[config.mk]
export PLATFORM = sky130hd
export DESIGN_NAME = morse_player
export DESIGN_NICKNAME = d
export VERILOG_FILES = /design/src/rtl/morse_pkg.sv /design/src/rtl/tick_divider.sv /design/src/rtl/position_sequencer.sv /design/src/rtl/key_retimer.sv /design/src/rtl/morse_player.sv
export SDC_FILE = /design/constraint.sdc
export NUM_CORES = 1
export LEC_CHECK = 0
export BUFFER_PORTS_ARGS = -buffer_cell sky130_fd_sc_hd__buf_2
export CAP_MARGIN = 40
export CELL_PAD_IN_SITES_DETAIL_PLACEMENT = 0
export CELL_PAD_IN_SITES_GLOBAL_PLACEMENT = 2
export CORE_UTILIZATION = 34
export CTS_BUF_LIST = sky130_fd_sc_hd__clkbuf_8
export CTS_CLUSTER_DIAMETER = 80
export DETAILED_ROUTE_END_ITERATION = 10
export PLACE_DENSITY_LB_ADDON = 0.1
export SLEW_MARGIN = 20
export SYNTH_ARGS = -nofsm -noshare
export SYNTH_HDL_FRONTEND = slang
export SYNTH_HIERARCHICAL = 1
export SYNTH_SLANG_ARGS = --single-unit
[constraint.sdc]
create_clock -name clk -period 2 [get_ports clk]
set_input_delay 0.1 -clock clk [delete_from_list [all_inputs] [get_ports clk]]
set_output_delay 0.1 -clock clk [all_outputs]
set_load 0.03 [all_outputs]
[src/rtl/morse_pkg.sv]
// morse_pkg: shared defaults for the Morse playback sequencer.
// Assumes: the pattern is a flat vector where bit k is word k/32, position k%32.
package morse_pkg;
    localparam int DEF_TICKS_PER_BIT = 16;
    localparam int DEF_SAMPLE_AT     = 2;
    localparam int DEF_NUM_WORDS     = 4;
    localparam int DEF_WORD_BITS     = 32;
    // "UMAINE ECE" keyed from flat position 1 upward, zeros elsewhere.
    localparam logic [127:0] DEF_PATTERN = 128'h0000_0000_0000_0022_EB88_08B8_A3A3_B8EA;
endpackage

[src/rtl/tick_divider.sv]
// tick_divider: counts base ticks inside one bit period.
// Raises period_end on the last tick of a period and sample_now on tick
// SAMPLE_AT. Assumes SAMPLE_AT < TICKS_PER_BIT and tick_en one cycle per tick.
module tick_divider #(
    parameter int TICKS_PER_BIT = 16,
    parameter int SAMPLE_AT     = 2
) (
    input  logic clk,
    input  logic rst_n,
    input  logic tick_en,
    output logic period_end,
    output logic sample_now
);
    localparam int TCW = (TICKS_PER_BIT > 1) ? $clog2(TICKS_PER_BIT) : 1;
    localparam logic [TCW-1:0] LAST_TICK = TCW'(TICKS_PER_BIT - 1);
    localparam logic [TCW-1:0] SAMPLE_TICK = TCW'(SAMPLE_AT);

    logic [TCW-1:0] tick_cnt;

    // Strobes decoded from the tick count on the ticking cycle.
    always_comb begin
        period_end = tick_en && (tick_cnt == LAST_TICK);
        sample_now = tick_en && (tick_cnt == SAMPLE_TICK);
    end

    // Tick counter inside the current bit period.
    always_ff @(posedge clk) begin
        if (!rst_n)
            tick_cnt <= '0;
        else if (period_end)
            tick_cnt <= '0;
        else if (tick_en)
            tick_cnt <= tick_cnt + 1'b1;
    end

    assert_tick_hold_R2: assert property (@(posedge clk) disable iff (!rst_n)
        !tick_en |=> $stable(tick_cnt));
    assert_period_wrap_R3: assert property (@(posedge clk) disable iff (!rst_n)
        period_end |=> (tick_cnt == '0));
endmodule

[src/rtl/position_sequencer.sv]
// position_sequencer: steps the bit position and the one-hot word line.
// Starts at position 1 of word 0. The word line rotates when the position
// wraps. A done pulse follows the last word. Assumes NUM_WORDS >= 2.
module position_sequencer #(
    parameter int NUM_WORDS = 4,
    parameter int WORD_BITS = 32
) (
    input  logic                         clk,
    input  logic                         rst_n,
    input  logic                         advance,
    output logic [NUM_WORDS-1:0]         word_sel,
    output logic [$clog2(WORD_BITS)-1:0] bit_pos,
    output logic                         done
);
    localparam int BCW = $clog2(WORD_BITS);
    localparam logic [BCW-1:0] LAST_POS  = BCW'(WORD_BITS - 1);
    localparam logic [BCW-1:0] START_POS = BCW'(1);

    // Position counter, word-line rotation and the done strobe.
    always_ff @(posedge clk) begin
        if (!rst_n) begin
            bit_pos  <= START_POS;
            word_sel <= NUM_WORDS'(1);
            done     <= 1'b0;
        end else begin
            done <= 1'b0;
            if (advance) begin
                if (bit_pos == LAST_POS) begin
                    bit_pos  <= '0;
                    word_sel <= {word_sel[NUM_WORDS-2:0], word_sel[NUM_WORDS-1]};
                    done     <= word_sel[NUM_WORDS-1];
                end else begin
                    bit_pos <= bit_pos + 1'b1;
                end
            end
        end
    end

    assert_onehot_R5: assert property (@(posedge clk) disable iff (!rst_n)
        $countones(word_sel) == 1);
    assert_hold_R2: assert property (@(posedge clk) disable iff (!rst_n)
        !advance |=> ($stable(bit_pos) && $stable(word_sel)));
    assert_wrap_R5: assert property (@(posedge clk) disable iff (!rst_n)
        (advance && bit_pos == LAST_POS) |=> (bit_pos == '0 && word_sel != $past(word_sel)));
    assert_done_place_R7: assert property (@(posedge clk) disable iff (!rst_n)
        done |-> (word_sel[0] && bit_pos == '0));
    assert_done_single_R7: assert property (@(posedge clk) disable iff (!rst_n)
        done |=> !done);
endmodule

[src/rtl/key_retimer.sv]
// key_retimer: selects the stored bit for the current word and position.
// Registers it into the key output on the sample strobe. Assumes word_sel
// is one-hot; the selection is an AND-OR over the word lines.
module key_retimer #(
    parameter int NUM_WORDS = 4,
    parameter int WORD_BITS = 32,
    parameter logic [NUM_WORDS*WORD_BITS-1:0] PATTERN = '0
) (
    input  logic                         clk,
    input  logic                         rst_n,
    input  logic                         sample_now,
    input  logic [NUM_WORDS-1:0]         word_sel,
    input  logic [$clog2(WORD_BITS)-1:0] bit_pos,
    output logic                         key
);
    logic [NUM_WORDS-1:0] word_hit;
    logic                 sel_bit;

    // One read port per word line, gated by that line.
    for (genvar w = 0; w < NUM_WORDS; w++) begin : g_word
        localparam logic [WORD_BITS-1:0] WORD_VAL = PATTERN[w*WORD_BITS +: WORD_BITS];
        assign word_hit[w] = word_sel[w] & WORD_VAL[bit_pos];
    end

    // Merge of the gated word outputs.
    always_comb sel_bit = |word_hit;

    // Mid-period capture of the selected bit.
    always_ff @(posedge clk) begin
        if (!rst_n)
            key <= 1'b0;
        else if (sample_now)
            key <= sel_bit;
    end

    assert_key_hold_R4: assert property (@(posedge clk) disable iff (!rst_n)
        !sample_now |=> $stable(key));
endmodule

[src/rtl/morse_player.sv]
// morse_player: plays a stored on-off keyed Morse pattern in an endless loop.
// Each bit lasts TICKS_PER_BIT base ticks and is sampled at tick SAMPLE_AT.
// Assumes SAMPLE_AT < TICKS_PER_BIT and a power-of-two WORD_BITS.
module morse_player #(
    parameter int TICKS_PER_BIT = morse_pkg::DEF_TICKS_PER_BIT,
    parameter int SAMPLE_AT     = morse_pkg::DEF_SAMPLE_AT,
    parameter int NUM_WORDS     = morse_pkg::DEF_NUM_WORDS,
    parameter int WORD_BITS     = morse_pkg::DEF_WORD_BITS,
    parameter logic [NUM_WORDS*WORD_BITS-1:0] PATTERN = morse_pkg::DEF_PATTERN
) (
    input  logic                         clk,
    input  logic                         rst_n,
    input  logic                         tick_en,
    output logic                         key_out,
    output logic [NUM_WORDS-1:0]         word_line,
    output logic [$clog2(WORD_BITS)-1:0] bit_idx,
    output logic                         msg_done
);
    logic period_end;
    logic sample_now;

    tick_divider #(
        .TICKS_PER_BIT(TICKS_PER_BIT),
        .SAMPLE_AT    (SAMPLE_AT)
    ) u_tick_divider (
        .clk       (clk),
        .rst_n     (rst_n),
        .tick_en   (tick_en),
        .period_end(period_end),
        .sample_now(sample_now)
    );

    position_sequencer #(
        .NUM_WORDS(NUM_WORDS),
        .WORD_BITS(WORD_BITS)
    ) u_position_sequencer (
        .clk     (clk),
        .rst_n   (rst_n),
        .advance (period_end),
        .word_sel(word_line),
        .bit_pos (bit_idx),
        .done    (msg_done)
    );

    key_retimer #(
        .NUM_WORDS(NUM_WORDS),
        .WORD_BITS(WORD_BITS),
        .PATTERN  (PATTERN)
    ) u_key_retimer (
        .clk       (clk),
        .rst_n     (rst_n),
        .sample_now(sample_now),
        .word_sel  (word_line),
        .bit_pos   (bit_idx),
        .key       (key_out)
    );
endmodule

* After elaboration in Yosys (flattened, before gate mapping)
Memory sizes are Yosys's and may differ from the RTL's. A register that Yosys moved wholly into a read port is not among the register bits. Index checks and enable logic that the tools add are counted. W data, S select, Z words.
Operators by class: mux-type cells 13, bitwise gates (word level) 5, reductions and logical operators 6, add/subtract/negate cells 2, eq/ne operators 3, $lt $le $gt $ge 1
Operators with widths (count):
- $mux W5 | 9
- $lt A5 B6 Y1 const B | 1
- $add A5 B1 Y5 const B | 1
- $eq A5 B5 Y1 const B | 1
- $add A4 B1 Y4 const B | 1
- $and A1 B1 Y1 | 4
- $eq A4 B2 Y1 const B | 1
- $eq A4 B4 Y1 const B | 1
- $mux W1 | 4
- $reduce_or A4 Y1 | 1
- $reduce_and A3 Y1 | 1
- $logic_and A1 B1 Y1 | 2
- $reduce_and A2 Y1 | 1
- $reduce_or A2 Y1 | 1
- $not A1 Y1 | 1
Word-level totals: memories kept 4, word-level logic and storage cells 39, ROM bits 128, register bits 15, output and inout bits 11, input bits 3
Memories:
- (name not given) | words 32, width 1, rd ports 1, clocked after memory_dff 1, wr ports 0, line key_retimer.sv:22 | assign word_hit[w] = word_sel[w] & WORD_VAL[bit_pos];
- (name not given) | words 32, width 1, rd ports 1, clocked after memory_dff 1, wr ports 0, line key_retimer.sv:22
- (name not given) | words 32, width 1, rd ports 1, clocked after memory_dff 1, wr ports 0, line key_retimer.sv:22
- (name not given) | words 32, width 1, rd ports 1, clocked after memory_dff 1, wr ports 0, line key_retimer.sv:22

* Depth between registers and ports, before layout
word-level depth 4, depth in mapped cells 6, depth with buffers taken out 6

* By module
The synthesis kept the hierarchy.
By module, submodules not included:
- position_sequencer | cells an instance 45, seq. area each 200.2 um^2, instances 1, area an instance 432.9 um^2
- tick_divider | cells an instance 20, seq. area each 80.1 um^2, instances 1, area an instance 210.2 um^2
- key_retimer | cells an instance 17, seq. area each 20.0 um^2, instances 1, area an instance 148.9 um^2

* Worst setup path after synthesis
No wires, ideal clock.
path type flip-flop to flip-flop, start point register u_position_sequencer.bit_pos[0], end point register u_position_sequencer.bit_pos[3], data required time 1930 ps, buffers on the path 0, arrival 1692 ps, setup slack 238 ps, stages on the path, launching flop included 6, library setup time 70 ps, clock period less this slack 1762 ps, cells stage by stage dfxtp_1 > ha_1 > and3_1 > ha_1 > or4_1 > a21boi_1
Between the ends: cells in the longest elaborated chain, start to end 2, elaborated cells between the ends (all ways) 3, classes of those cells add/sub: 1; eq/ne: 1; mux: 1
RTL lines:
- from (decl) | line position_sequencer.sv:12 | output logic [$clog2(WORD_BITS)-1:0] bit_pos,
- from (signal assigned) | line position_sequencer.sv:33 | bit_pos <= bit_pos + 1'b1;
- $add A5 B1 Y5 / $eq A5 B5 Y1 (equally long branches) | line position_sequencer.sv:33, position_sequencer.sv:28
- $mux W5 (*) | line position_sequencer.sv:28 | if (bit_pos == LAST_POS) begin
Every way passes the cells marked *; elsewhere a longest branch is shown, timed or not. A chain may end at the register's enable or synchronous reset.

* Worst setup path in the final report
start point register u_position_sequencer.bit_pos[2], end point register u_position_sequencer.bit_pos[2]
The elaborated chain is that of the path after synthesis.

==> results.py <==
metrics = {
    "status": {
        "status": "completed",
    },
    "route": {
        "wl_per_cell_um": 13.3,
        "drt_first_iter_violations": 7,
        "via_per_inst": 5.09,
        "vias": 656,
        "routed_wl_um": 1720,
        "final_antenna_net_count": 0,
        "drt-pass1-iter-count": 4,
        "drt_drc_violations_left": 0,
    },
    "layout": {
        "antenna_cells": 0,
        "syn2layout_area_growth_pct": 20.5,
        "mostFrequentLayoutCell": "dfxtp_1",
        "layout_common_cells": "dfxtp_1, buf_2, nand2_1, nand3_1",
        "multi_input_area_sq_um": 475,
        "nFillCells": 236,
        "layout.nets": 110,
        "drive_gt1_frac": 0.267,
        "regArea_sq_um": 300,
        "fin_util": 0.432,
        "fin_area_sq_um": 955,
    },
    "critical_path": {
        "crit_family": "flip-flops",
        "end_kind": "flip-flop",
        "critPathSlowestCell": "dfxtp_1",
        "crit_path_cell_trace": "and3_1, ha_1, o21ai_0, a21oi_1, nor2b_1",
        "path_max_fanout": 12,
        "path_class": "reg2reg",
        "cp.arrival_ps": 1760,
        "cp_num_buf_inv": 0,
        "cp-start-kind": "flip-flop",
        "cpPeakStageDelay_ps": 560,
        "worstPathRequired_ps": 2140,
    },
    "clocking": {
        "path_clk_slew_ps": 60,
        "h-tree-depth": 1,
        "post_cts_buffers": 0,
        "ctsResizeCount": 0,
        "clock-sinks": 15,
        "clock-root-buffer": "clkbuf_8",
        "cts_tree": "built",
        "cts_hold_buffers": 0,
        "clockBufferDepth": 2,
        "cts_made_buffers": 3,
        "clkLatencyLatePin_ps": 240,
    },
    "floorplanning": {
        "die_w_um": 50.3,
        "boundaryPins": 14,
        "core-area_sq_um": 2210,
        "die_h_um": 50.3,
        "initial_utilization": 0.358,
        "floorplan.rows": 17,
        "die_area_sq_um": 2530,
    },
    "logic_synthesis": {
        "ys_ff_latch": 15,
        "synth_top_area_share": 0.379,
        "synth-edff-count": 0,
        "yosysWarnings": 6,
        "netlist.top_cell.by_area": "dfxtp_1",
        "syn_nets": 90,
        "seq_area_frac_synth": 0.379,
        "synthCells": 82,
        "synth_flop_cell": "dfxtp_1",
        "synth_area_sq_um": 792,
        "synthArstFlopShare": 0,
        "synth_area_per_cell_sq_um": 9.66,
        "synth.distinct_cells": 37,
        "synthTopCellsByArea": "dfxtp_1, ha_1, a21boi_1",
    },
    "timing": {
        "slew_headroom": 0.703,
        "max_freq_mhz": 618,
        "drv_slew": 0,
        "period_share": 0.809,
        "timing_hold_violations_final": 0,
        "clock_skew_ps": 2.30,
        "fin_setup_tns_ps": 0,
        "setup_violations": 0,
        "rsz0062_at_grt": "no",
        "min_period_ps": 1620,
        "worst_slew_pin_slew_ps": 440,
    },
    "global_route": {
        "grt_max_degree": 14,
        "grt_pass1_vias": 569,
        "track_usage": 0.153,
        "grt_antenna_before_repair": 0,
        "grt_pass1_wl_um": 2900,
        "grt-ovfl-total": 0,
    },
    "flow_run": {
        "maxCapViolCount": 0,
    },
    "place": {
        "gp_congestion": 0.730,
        "post_dp_cell_area_sq_um": 910,
        "dp_hpwl_um": 1200,
        "port_buffers": 13,
    },
    "power_and_ir_drop": {
        "power_uw": 581,
        "p_leak_uw": 0.000388,
        "pwr_density_cell_nw_per_um2": 609,
        "vdd.ir_drop.worst_v": 0.000319,
    },
    "hold_path": {
        "hold_class": "in2reg",
    },
}
## sequential cells by signal (all words and copies together), names as in the netlist
name,cells
u_position_sequencer/done,1
u_tick_divider/tick_cnt,4
u_key_retimer/key,1
u_position_sequencer/bit_pos,5
u_position_sequencer/word_sel,4
## stage by stage
| step | setup slack, ps | hold WS [ps] | std cells |
|---|---|---|---|
| 2_1_floorplan | 238 | 172 | 82 |
| 3_3_place_gp | 413 | 384 | 125 |
| 3_5_place_dp | 405 | 397 | 125 |
| 4_1_cts | 389 | 130 | 129 |
| 5_1_grt | 267 | 153 | 129 |
| 6_report | 382 | 134 | 129 |
## layout make-up
cell class                      count  share of cell area
Multi-Input combinational cell     63               0.498
Sequential cell                    15               0.315
Timing Repair Buffer               16              0.0917
Clock buffer                        3              0.0433
Tap cell                           28              0.0367
Inverter                            3              0.0118
Clock inverter                      1             0.00393
## final timing paths
check / endpoint / slack (ps) / depth (start not counted) / start
worst max-delay path: u_position_sequencer/bit_pos[2]$_SDFFE_PN0P_ / 380 / 5 / u_position_sequencer/bit_pos[2]$_SDFFE_PN0P_
worst min-delay path: u_tick_divider/tick_cnt[1]$_SDFFE_PP0P_ / 130 / 2 / tick_en
worst max register to register: u_position_sequencer/bit_pos[2]$_SDFFE_PN0P_ / 380 / 5 / u_position_sequencer/bit_pos[2]$_SDFFE_PN0P_
worst min register to register: u_position_sequencer/word_sel[3]$_SDFFE_PN0P_ / 490 / 2 / u_position_sequencer/word_sel[3]$_SDFFE_PN0P_
## power by group
| part | internal (uW) | switching, uW |
|---|---|---|
| clock | 136 | 102 |
| sequential | 305 | 5.55 |
| combinational | 15.1 | 17.8 |
## synthesized netlist by cell type (all sizes together) (2+ instances only)
| library cell | instances |
|---|---|
| a21boi | 5 |
| a21oi | 2 |
| and4 | 2 |
| dfxtp | 15 |
| ha | 5 |
| inv | 3 |
| mux2i | 2 |
| nand2 | 7 |
| nand2b | 2 |
| nand3 | 6 |
| nor2 | 4 |
| nor2b | 3 |
| nor4bb | 2 |
| o21ai | 4 |
| o31ai | 2 |
| xnor2 | 2 |
| xor2 | 2 |
## metal layers
layer | GRT usage | part of all wire | routed length (um)
met1 | 0.215 | 0.56 | 958
met2 | 0.222 | 0.42 | 714
met3 | 0.0545 | 0.027 | 47
met4 | 0.0286 | 0 | 0
met5 | 0 | 0 | 0
## cell families after synthesis
logic type | count (synthesis) | synth area share
simple gates | 32 | 0.243
compound gates | 19 | 0.194
flops | 15 | 0.379
fa+ha+maj | 5 | 0.0790
xor+xnor | 4 | 0.0442
buf+inv | 4 | 0.0205
mux | 3 | 0.0395
Power figures use the tool's default switching activity.
